==> src/rtl/rst_seq_pkg.sv <==
package rst_seq_pkg;

    typedef enum logic [2:0] {
        SEQ_IDLE    = 3'd0,
        SEQ_HOLD    = 3'd1,
        SEQ_WAITCLK = 3'd2,
        SEQ_SETTLE  = 3'd3,
        SEQ_SYNTH   = 3'd4,
        SEQ_LINK    = 3'd5
    } seq_state_e;

    typedef struct packed {
        logic tmr_ok;
        logic lock_ok;
        logic pll_ok;
    } stat_chk_t;

    function automatic int unsigned max4(int unsigned a, int unsigned b,
                                         int unsigned c, int unsigned d);
        int unsigned m;
        m = a;
        if (b > m) m = b;
        if (c > m) m = c;
        if (d > m) m = d;
        return m;
    endfunction

    // bits to hold values 0 .. n-1
    function automatic int unsigned width_for(int unsigned n);
        return (n < 2) ? 1 : $clog2(n);
    endfunction

    function automatic logic pin_released(seq_state_e st, logic done);
        return (st == SEQ_SYNTH) || (st == SEQ_LINK) || ((st == SEQ_IDLE) && done);
    endfunction

endpackage

==> src/rtl/rst_seq_timer.sv <==
module rst_seq_timer #(
    parameter int unsigned W = 8
) (
    input  logic         clk,
    input  logic         rst,
    input  logic         load,
    input  logic [W-1:0] load_val,
    output logic         zero
);
    logic [W-1:0] cnt;

    always_ff @(posedge clk) begin
        if (rst)
            cnt <= '0;
        else if (load)
            cnt <= load_val;
        else if (cnt != '0)
            cnt <= cnt - W'(1);
    end

    assign zero = (cnt == '0);
endmodule

==> src/rtl/rst_seq_eval.sv <==
module rst_seq_eval
    import rst_seq_pkg::*;
#(
    parameter int unsigned NUM_LOCK = 4
) (
    input  logic                tmr_expired,
    input  logic [NUM_LOCK-1:0] lock_lost,
    input  logic                pll_expired,
    output logic                pass
);
    stat_chk_t chk;

    always_comb begin
        chk.tmr_ok  = tmr_expired;
        chk.lock_ok = ~|lock_lost;
        chk.pll_ok  = pll_expired;
        pass        = &chk;
    end
endmodule

==> src/rtl/rst_seq_fsm.sv <==
module rst_seq_fsm
    import rst_seq_pkg::*;
#(
    parameter int unsigned HOLD_CYC  = 100,
    parameter int unsigned POST_CYC  = 100,
    parameter int unsigned SYNTH_CYC = 100,
    parameter int unsigned LINK_CYC  = 100,
    parameter int unsigned MAX_TRIES = 3,
    parameter int unsigned CNT_W     = 8,
    parameter int unsigned ATT_W     = 2
) (
    input  logic             clk,
    input  logic             rst,
    input  logic             start,
    input  logic             clk_stable,
    input  logic             tmr_zero,
    input  logic             pass,
    output seq_state_e       state,
    output logic             tmr_load,
    output logic [CNT_W-1:0] tmr_val,
    output logic [ATT_W-1:0] attempt,
    output logic             done,
    output logic             fail
);
    localparam logic [CNT_W-1:0] HOLD_LD  = CNT_W'(HOLD_CYC - 1);
    localparam logic [CNT_W-1:0] POST_LD  = CNT_W'(POST_CYC - 1);
    localparam logic [CNT_W-1:0] SYNTH_LD = CNT_W'(SYNTH_CYC - 1);
    localparam logic [CNT_W-1:0] LINK_LD  = CNT_W'(LINK_CYC - 1);
    localparam logic [ATT_W-1:0] LAST_TRY = ATT_W'(MAX_TRIES);

    seq_state_e       st_n;
    logic [ATT_W-1:0] att_n;
    logic             done_n, fail_n;

    always_comb begin
        st_n     = state;
        att_n    = attempt;
        done_n   = done;
        fail_n   = fail;
        tmr_load = 1'b0;
        tmr_val  = '0;
        unique case (state)
            SEQ_IDLE: if (start) begin
                st_n     = SEQ_HOLD;
                tmr_load = 1'b1;
                tmr_val  = HOLD_LD;
                att_n    = ATT_W'(1);
                done_n   = 1'b0;
                fail_n   = 1'b0;
            end
            SEQ_HOLD: if (tmr_zero) st_n = SEQ_WAITCLK;
            SEQ_WAITCLK: if (clk_stable) begin
                st_n     = SEQ_SETTLE;
                tmr_load = 1'b1;
                tmr_val  = POST_LD;
            end
            SEQ_SETTLE: if (tmr_zero) begin
                st_n     = SEQ_SYNTH;
                tmr_load = 1'b1;
                tmr_val  = SYNTH_LD;
            end
            SEQ_SYNTH: if (tmr_zero) begin
                st_n     = SEQ_LINK;
                tmr_load = 1'b1;
                tmr_val  = LINK_LD;
            end
            SEQ_LINK: if (tmr_zero) begin
                if (pass) begin
                    st_n   = SEQ_IDLE;
                    done_n = 1'b1;
                end else if (attempt == LAST_TRY) begin
                    st_n   = SEQ_IDLE;
                    fail_n = 1'b1;
                end else begin
                    st_n     = SEQ_HOLD;
                    tmr_load = 1'b1;
                    tmr_val  = HOLD_LD;
                    att_n    = attempt + ATT_W'(1);
                end
            end
            default: st_n = SEQ_IDLE;
        endcase
    end

    always_ff @(posedge clk) begin
        if (rst) begin
            state   <= SEQ_IDLE;
            attempt <= '0;
            done    <= 1'b0;
            fail    <= 1'b0;
        end else begin
            state   <= st_n;
            attempt <= att_n;
            done    <= done_n;
            fail    <= fail_n;
        end
    end
endmodule

==> src/rtl/rst_seq_top.sv <==
module rst_seq_top
    import rst_seq_pkg::*;
#(
    parameter int unsigned HOLD_CYC  = 100_000,
    parameter int unsigned POST_CYC  = 100_000,
    parameter int unsigned SYNTH_CYC = 1_400_000,
    parameter int unsigned LINK_CYC  = 20_000,
    parameter int unsigned MAX_TRIES = 3,
    parameter int unsigned NUM_LOCK  = 4
) (
    input  logic                             clk,
    input  logic                             rst,
    input  logic                             start_i,
    input  logic                             clk_stable_i,
    input  logic                             tmr_expired_i,
    input  logic [NUM_LOCK-1:0]              lock_lost_i,
    input  logic                             pll_expired_i,
    output logic                             dev_rst_n_o,
    output logic                             busy_o,
    output logic                             done_o,
    output logic                             fail_o,
    output logic [$clog2(MAX_TRIES+1)-1:0]   attempt_o
);
    localparam int unsigned ATT_W  = $clog2(MAX_TRIES + 1);
    localparam int unsigned MAX_D  = max4(HOLD_CYC, POST_CYC, SYNTH_CYC, LINK_CYC);
    localparam int unsigned CNT_W  = width_for(MAX_D);

    seq_state_e       state;
    logic             tmr_load, tmr_zero, pass;
    logic [CNT_W-1:0] tmr_val;

    rst_seq_timer #(.W(CNT_W)) u_timer (
        .clk      (clk),
        .rst      (rst),
        .load     (tmr_load),
        .load_val (tmr_val),
        .zero     (tmr_zero)
    );

    rst_seq_eval #(.NUM_LOCK(NUM_LOCK)) u_eval (
        .tmr_expired (tmr_expired_i),
        .lock_lost   (lock_lost_i),
        .pll_expired (pll_expired_i),
        .pass        (pass)
    );

    rst_seq_fsm #(
        .HOLD_CYC  (HOLD_CYC),
        .POST_CYC  (POST_CYC),
        .SYNTH_CYC (SYNTH_CYC),
        .LINK_CYC  (LINK_CYC),
        .MAX_TRIES (MAX_TRIES),
        .CNT_W     (CNT_W),
        .ATT_W     (ATT_W)
    ) u_fsm (
        .clk        (clk),
        .rst        (rst),
        .start      (start_i),
        .clk_stable (clk_stable_i),
        .tmr_zero   (tmr_zero),
        .pass       (pass),
        .state      (state),
        .tmr_load   (tmr_load),
        .tmr_val    (tmr_val),
        .attempt    (attempt_o),
        .done       (done_o),
        .fail       (fail_o)
    );

    assign busy_o      = (state != SEQ_IDLE);
    assign dev_rst_n_o = pin_released(state, done_o);
endmodule

==> config.mk <==
export PLATFORM = sky130hd
export DESIGN_NAME = rst_seq_top
export DESIGN_NICKNAME = d
export VERILOG_FILES = /design/src/rtl/rst_seq_pkg.sv /design/src/rtl/rst_seq_timer.sv /design/src/rtl/rst_seq_eval.sv /design/src/rtl/rst_seq_fsm.sv /design/src/rtl/rst_seq_top.sv
export SDC_FILE = /design/constraint.sdc
export NUM_CORES = 1
export LEC_CHECK = 0
export ABC_AREA = 1
export BUFFER_PORTS_ARGS = -buffer_cell sky130_fd_sc_hd__buf_2
export CAP_MARGIN = 0
export CELL_PAD_IN_SITES_DETAIL_PLACEMENT = 1
export CELL_PAD_IN_SITES_GLOBAL_PLACEMENT = 1
export CORE_ASPECT_RATIO = 0.6
export CORE_MARGIN = 2
export CORE_UTILIZATION = 25
export DETAILED_ROUTE_END_ITERATION = 8
export HOLD_SLACK_MARGIN = 0.08
export PLACE_DENSITY_LB_ADDON = 0.25
export SYNTH_ARGS = -nofsm -noshare
export SYNTH_HDL_FRONTEND = slang
export SYNTH_HIERARCHICAL = 1
export SYNTH_SLANG_ARGS = --single-unit
==> constraint.sdc <==
create_clock -name clk -period 4.17 [get_ports clk]
set_input_delay 0 -clock clk [delete_from_list [all_inputs] [get_ports clk]]
set_output_delay 0 -clock clk [all_outputs]
set_load 0.02 [all_outputs]
### Word level (Yosys, flattened, before mapping)

Index checks and enable logic that the tools add are counted.

* add/sub/neg operators: 2
* eq/ne operators: 16
* mux-type cells: 39
* reduce and logical (&&, ||, !) cells: 17

Operators by type and width (number)
* $mux 21: 5
* $pmux 21 s5: 1
* $mux 17: 3
* $logic_not 21->1: 1
* $mux 3: 7
* $reduce_bool 21->1: 1
* $sub 21x1->21 const B: 1
* $ne 2x2->1 const B: 9
* $pmux 3 s6: 1
* $mux 15: 1
* $mux 1: 13
* $reduce_and 5->1: 2
* $mux 2: 4
* $eq 3x2->1 const B: 2
* $eq 3x3->1 const B: 2
* $reduce_and 6->1: 1
* $pmux 1 s2: 2
* $pmux 1 s4: 1
* $pmux 2 s2: 1
* $reduce_and 4->1: 1
* $reduce_bool 2->1: 2
* $reduce_or 4->1: 1
* $eq 3x1->1 const B: 1
* $logic_not 3->1: 1
* other kinds (9): 10

* bits in registers: 28
* output and inout bits: 6

### Longest topological paths before layout

* depth in word-level cells: 7
* mapped depth: 15

### By module

Netlist, hierarchy kept.

By module, submodules not included
* rst_seq_timer: times used 1, cells each 224, area each 1415.1 um^2, sequential area each 420.4 um^2
* rst_seq_fsm: times used 1, cells each 111, area each 737.0 um^2, sequential area each 140.1 um^2
* rst_seq_top: times used 1, cells each 7, area each 28.8 um^2, sequential area each 0.0 um^2
* rst_seq_eval: times used 1, cells each 5, area each 21.3 um^2, sequential area each 0.0 um^2

### Worst setup path before layout

No wires, ideal clock.

* path type: register to register
* start point: reg u_timer.cnt[10]
* end point: reg u_timer.cnt[1]
* setup time: 70 ps
* arrival: 1837 ps
* required time: 4100 ps
* slack: 2263 ps
* cell stages (with the launch flop): 14
* path buffers: 1
* period minus slack after synthesis: 1907 ps
* cell sequence: dfxtp_1 nor2_2 nand2_1 nor2_4 nand3_1 inv_1 nand3_2 nand2_2 inv_2 nand3_1 clkbuf_1 nand2_1 o21a_1 a21oi_1

* longest elaborated chain between the ends: 4
* elaborated cells between the ends (all ways): 11

RTL lines
* from (decl): line rst_seq_timer.sv:10 `logic [W-1:0] cnt;`
* from (signal assigned): line rst_seq_timer.sv:16 `cnt <= load_val;`
* from (signal assigned): line rst_seq_timer.sv:18 `cnt <= cnt - W'(1);`
* $logic_not 21->1 (*): line rst_seq_timer.sv:21 `assign zero = (cnt == '0);`
* via tmr_zero: line rst_seq_top.sv:29 `logic tmr_load, tmr_zero, pass;`
* $mux 1, on equally long branches: line rst_seq_fsm.sv:67, rst_seq_fsm.sv:57, rst_seq_fsm.sv:62
* $pmux 1 s4 (*): line rst_seq_fsm.sv:42 `unique case (state)`
* via tmr_load: line rst_seq_top.sv:29
* $mux 21 or $reduce_bool 2->1 (tied branches)

Mark *: on every way through the listed nets, which the timed path passes. The rest lies on a longest branch.
A chain may end at the register's enable or synchronous reset.

### Final worst setup path

* start point: reg u_timer.cnt[7]
* end point: reg u_timer.cnt[8]

Same word-level chain as after synthesis.

==> flow_metrics.tcl <==
set metrics [dict create \
    synth_xor_area_share_pct 1.99 \
    hp-class "primary input to flop" \
    syn_inst 347 \
    cts_max_level 1 \
    cp_top_family "simple AND/OR/NAND/NOR gates" \
    critical_path_depth 13 \
    status "completed" \
    leakage_nw 1.09 \
    max_stage_delay_ps 460 \
    reg2reg_to "u_timer/cnt[8]" \
    grt-ovfl-total 0 \
    placed_area_um2 2270 \
    ys_ff_latch 28 \
    clk_path_buf_depth 2 \
    ys_warn_count 6 \
    synthArstFlopShare_pct 0 \
    worst_setup_hold_path_clk_slew_ps 80 \
    irDropWorstVdd_mv 0.220 \
    path_max_fanout 12 \
    critPathKind "flop to flop" \
    core_um2 8520 \
    nFillCells 1101 \
    synth_top_family_by_area "simple AND/OR/NAND/NOR gates" \
    hold_depth 2 \
    cts.sinks 28 \
    finalSetupTns_ps 0 \
    cp.required_ps 4310 \
    swShare_pct 55.4 \
    cts_resized 0 \
    critPathCaptureType "flop" \
    startpoint_type "flop" \
    synth.cell_area_um2 2200 \
    synth_cell_types 37 \
    drive_gt1_share_pct 18.1 \
    drc_errors 0 \
    post_drt_via_cell_ratio 4.58 \
    startpoint "u_timer/cnt[7]" \
    p_switching_w 0.00123 \
    combPwrFrac_pct 65.1 \
    min_to "u_timer/cnt[9]" \
    cts_tree "done" \
    wl_per_cell_um 14.7 \
    cts_buffers 3 \
    p_int_w 0.000992 \
    path_cells "nor2_1, nand2_2, inv_1, nand3_1, inv_1, nand3_2, nand2_2, inv_2, nand3_1, inv_1, nand4_1, o211ai_1, nor2_1" \
    diodes 0 \
    die_area_um2 9600 \
    postCtsSetupBuffers 0 \
    synthAdderAreaFrac_pct 1.70 \
    nNetsFinal 362 \
    fmax_mhz 399 \
    p_seq_share_pct 23.7 \
    antenna_found_initial 0 \
    dp_cells 456 \
    vias 2109 \
    die_x_um 125 \
    rrSetupSlack_ps 1660 \
    synth-simple-area-share_pct 42.8 \
    avgSynthCellArea_um2 6.35 \
    p_clk_share_pct 11.3 \
    grt_pass1_vias 2037 \
    worst_ep_arrival_time_ps 2650 \
    p_total_w 0.00223 \
    syn_to_final_growth_pct 7.27 \
    rows 26 \
    r2r_start "u_timer/cnt[7]" \
    boundaryPins 16 \
    final_area_um2 2360 \
    cap_violations 0 \
    grt_max_degree 21 \
    critPathMostFrequentCell "inv_1" \
    crit_buf_inv 4 \
    finalCritPeriodShare_pct 60.1 \
    grt_pass1_wl_um 11200 \
    synthMuxAreaShare_pct 0 \
    rsz0062_at_grt "false" \
    maxSlewViolCount 0 \
    portBuffers 15 \
    finalClockSkew_ps 6.20 \
    min_period_ps 2510 \
    start_util_pct 25.8 \
    cts_hold_buf 0 \
    tightest_slew_ps 596 \
    p_per_area_nw_per_um2 942 \
    min_from "rst" \
    drtIter0Drc 126 \
    reg2reg_depth 13 \
    ys.flop_type "dfxtp_1" \
    fp.dieH_um 76.7 \
    place.gp.congestion 0.897 \
    synth_edf_count 0 \
    first_pass_iters 4 \
    seq_area_frac_synth_pct 25.5 \
    synth-compound-area-share_pct 12.4 \
    setup_viol 0 \
    cp_slowest_cell "dfxtp_1" \
    cts-root-buf "clkbuf_16" \
    instances_no_fill 460 \
    slew-limit-headroom_pct 60.2 \
    drt.antenna.violating_nets 0 \
    wl_um 6760 \
    clk_latency_ps 270 \
    grtUsageTotal_pct 14.7 \
    finalHoldViolations 0 \
    dp_hpwl_um 5460 \
]
-- cells in the final DEF (no fill, tap or decap), types with 3 or more instances in the layout --
cell	netlist	layout
xor2_1	3	3
buf_2	1	15
nand3_2	4	4
inv_2	4	4
nor2_1	45	45
ha_1	3	3
nand2_2	5	5
inv_1	33	33
o21a_1	4	4
o21ai_1	3	3
clkbuf_16	0	3
nor2_4	8	8
nand3_1	21	21
dfxtp_1	28	28
nand2_1	89	89
nand4_1	7	7
conb_1	1	5
a21oi_1	23	23
o21ai_0	10	10
nor2_2	11	11
-- cell families (layout without fill, tap and decap cells) --
family                     Yosys count  after routing
AOI/OAI and AO/OA                   48             48
xor gates and xnor gates             5              5
adders and majority gates            3              3
buffers and inverters               66             63
DFF                                 28             28
other                                1              5
and+or+nand+nor                    196            196
-- worst max-delay path by stage --
stage,to,slack [ps]
after detailed placement,u_timer/cnt[20],1740
after global routing,u_timer/cnt[20],1430
final,u_timer/cnt[8],1660
after floorplan,u_timer/cnt[1],2260
after CTS,u_timer/cnt[20],1710
after global placement,u_timer/cnt[7],1770
-- metrics by stage --
stage / hold WS [ps] / utilization [%] / setup WS [ps]
3_3_place_gp: 420 / 26.7 / 1770
2_1_floorplan: 194 / - / 2260
3_5_place_dp: 423 / 26.7 / 1740
4_1_cts: 153 / 27.7 / 1710
6_report: 131 / 27.7 / 1660
5_1_grt: 173 / 27.7 / 1430
-- registers in the layout, indices dropped and copies added, names as in the netlist --
signal	count
u_fsm/state	3
u_timer/cnt	21
u_fsm/attempt	2
u_fsm/done	1
u_fsm/fail	1
-- synthesized netlist by cell type (3+ instances only) --
| cell | n | area share, % |
|---|---|---|
| dfxtp_1 | 28 | 25 |
| nand4_1 | 7 | 2.0 |
| nor2_2 | 11 | 3.1 |
| buf_6 | 3 | 1.5 |
| nand3_2 | 4 | 1.8 |
| inv_2 | 4 | 0.68 |
| nor2_1 | 45 | 7.7 |
| ha_1 | 3 | 1.7 |
| o21ai_0 | 10 | 2.3 |
| nor2_4 | 8 | 4.1 |
| nand2_2 | 5 | 1.4 |
| o21a_1 | 4 | 1.4 |
| nand2_1 | 89 | 15 |
| a21oi_1 | 23 | 5.2 |
| clkbuf_1 | 3 | 0.51 |
| inv_1 | 33 | 5.6 |
| xor2_1 | 3 | 1.2 |
| nand3_1 | 21 | 4.8 |
| o21ai_1 | 3 | 0.68 |
| buf_4 | 15 | 5.1 |
-- worst register-to-register path, cell delays in order (launching register included) --
cell	delay (ps)
dfxtp_1	460
nor2_1	110
nand2_2	150
inv_1	130
nand3_1	150
inv_1	140
nand3_2	100
nand2_2	60
inv_2	100
nand3_1	100
inv_1	340
nand4_1	290
o211ai_1	180
nor2_1	70
-- power groups by stage --
stage          Sequential [W]  Combinational, W  Clock, W
6_report             0.000527           0.00145  0.000251
5_1_grt              0.000547           0.00164  0.000270
4_1_cts              0.000528           0.00144  0.000259
3_5_place_dp         0.000534           0.00143         0
3_3_place_gp         0.000532           0.00142         0
2_1_floorplan        0.000476           0.00116         0
-- metal layers --
metal,wire length [um],track usage (%),up-vias
met5,0,0,-
met4,27,2.00,0
met3,157,2.79,2
met2,2500,19.6,20
met1,4070,24.1,1009
li1,-,-,1078
-- final cells by class --
type / instances / area, um2 / area share, %
Multi-Input combinational cell: 257 / 1320 / 55.7
Inverter: 43 / 174 / 7.36
Timing Repair Buffer: 16 / 82.6 / 3.50
Clock buffer: 4 / 88.8 / 3.76
Tap cell: 112 / 140 / 5.93
Sequential cell: 28 / 561 / 23.7
Note: power is estimated with default switching activity, not from simulation.
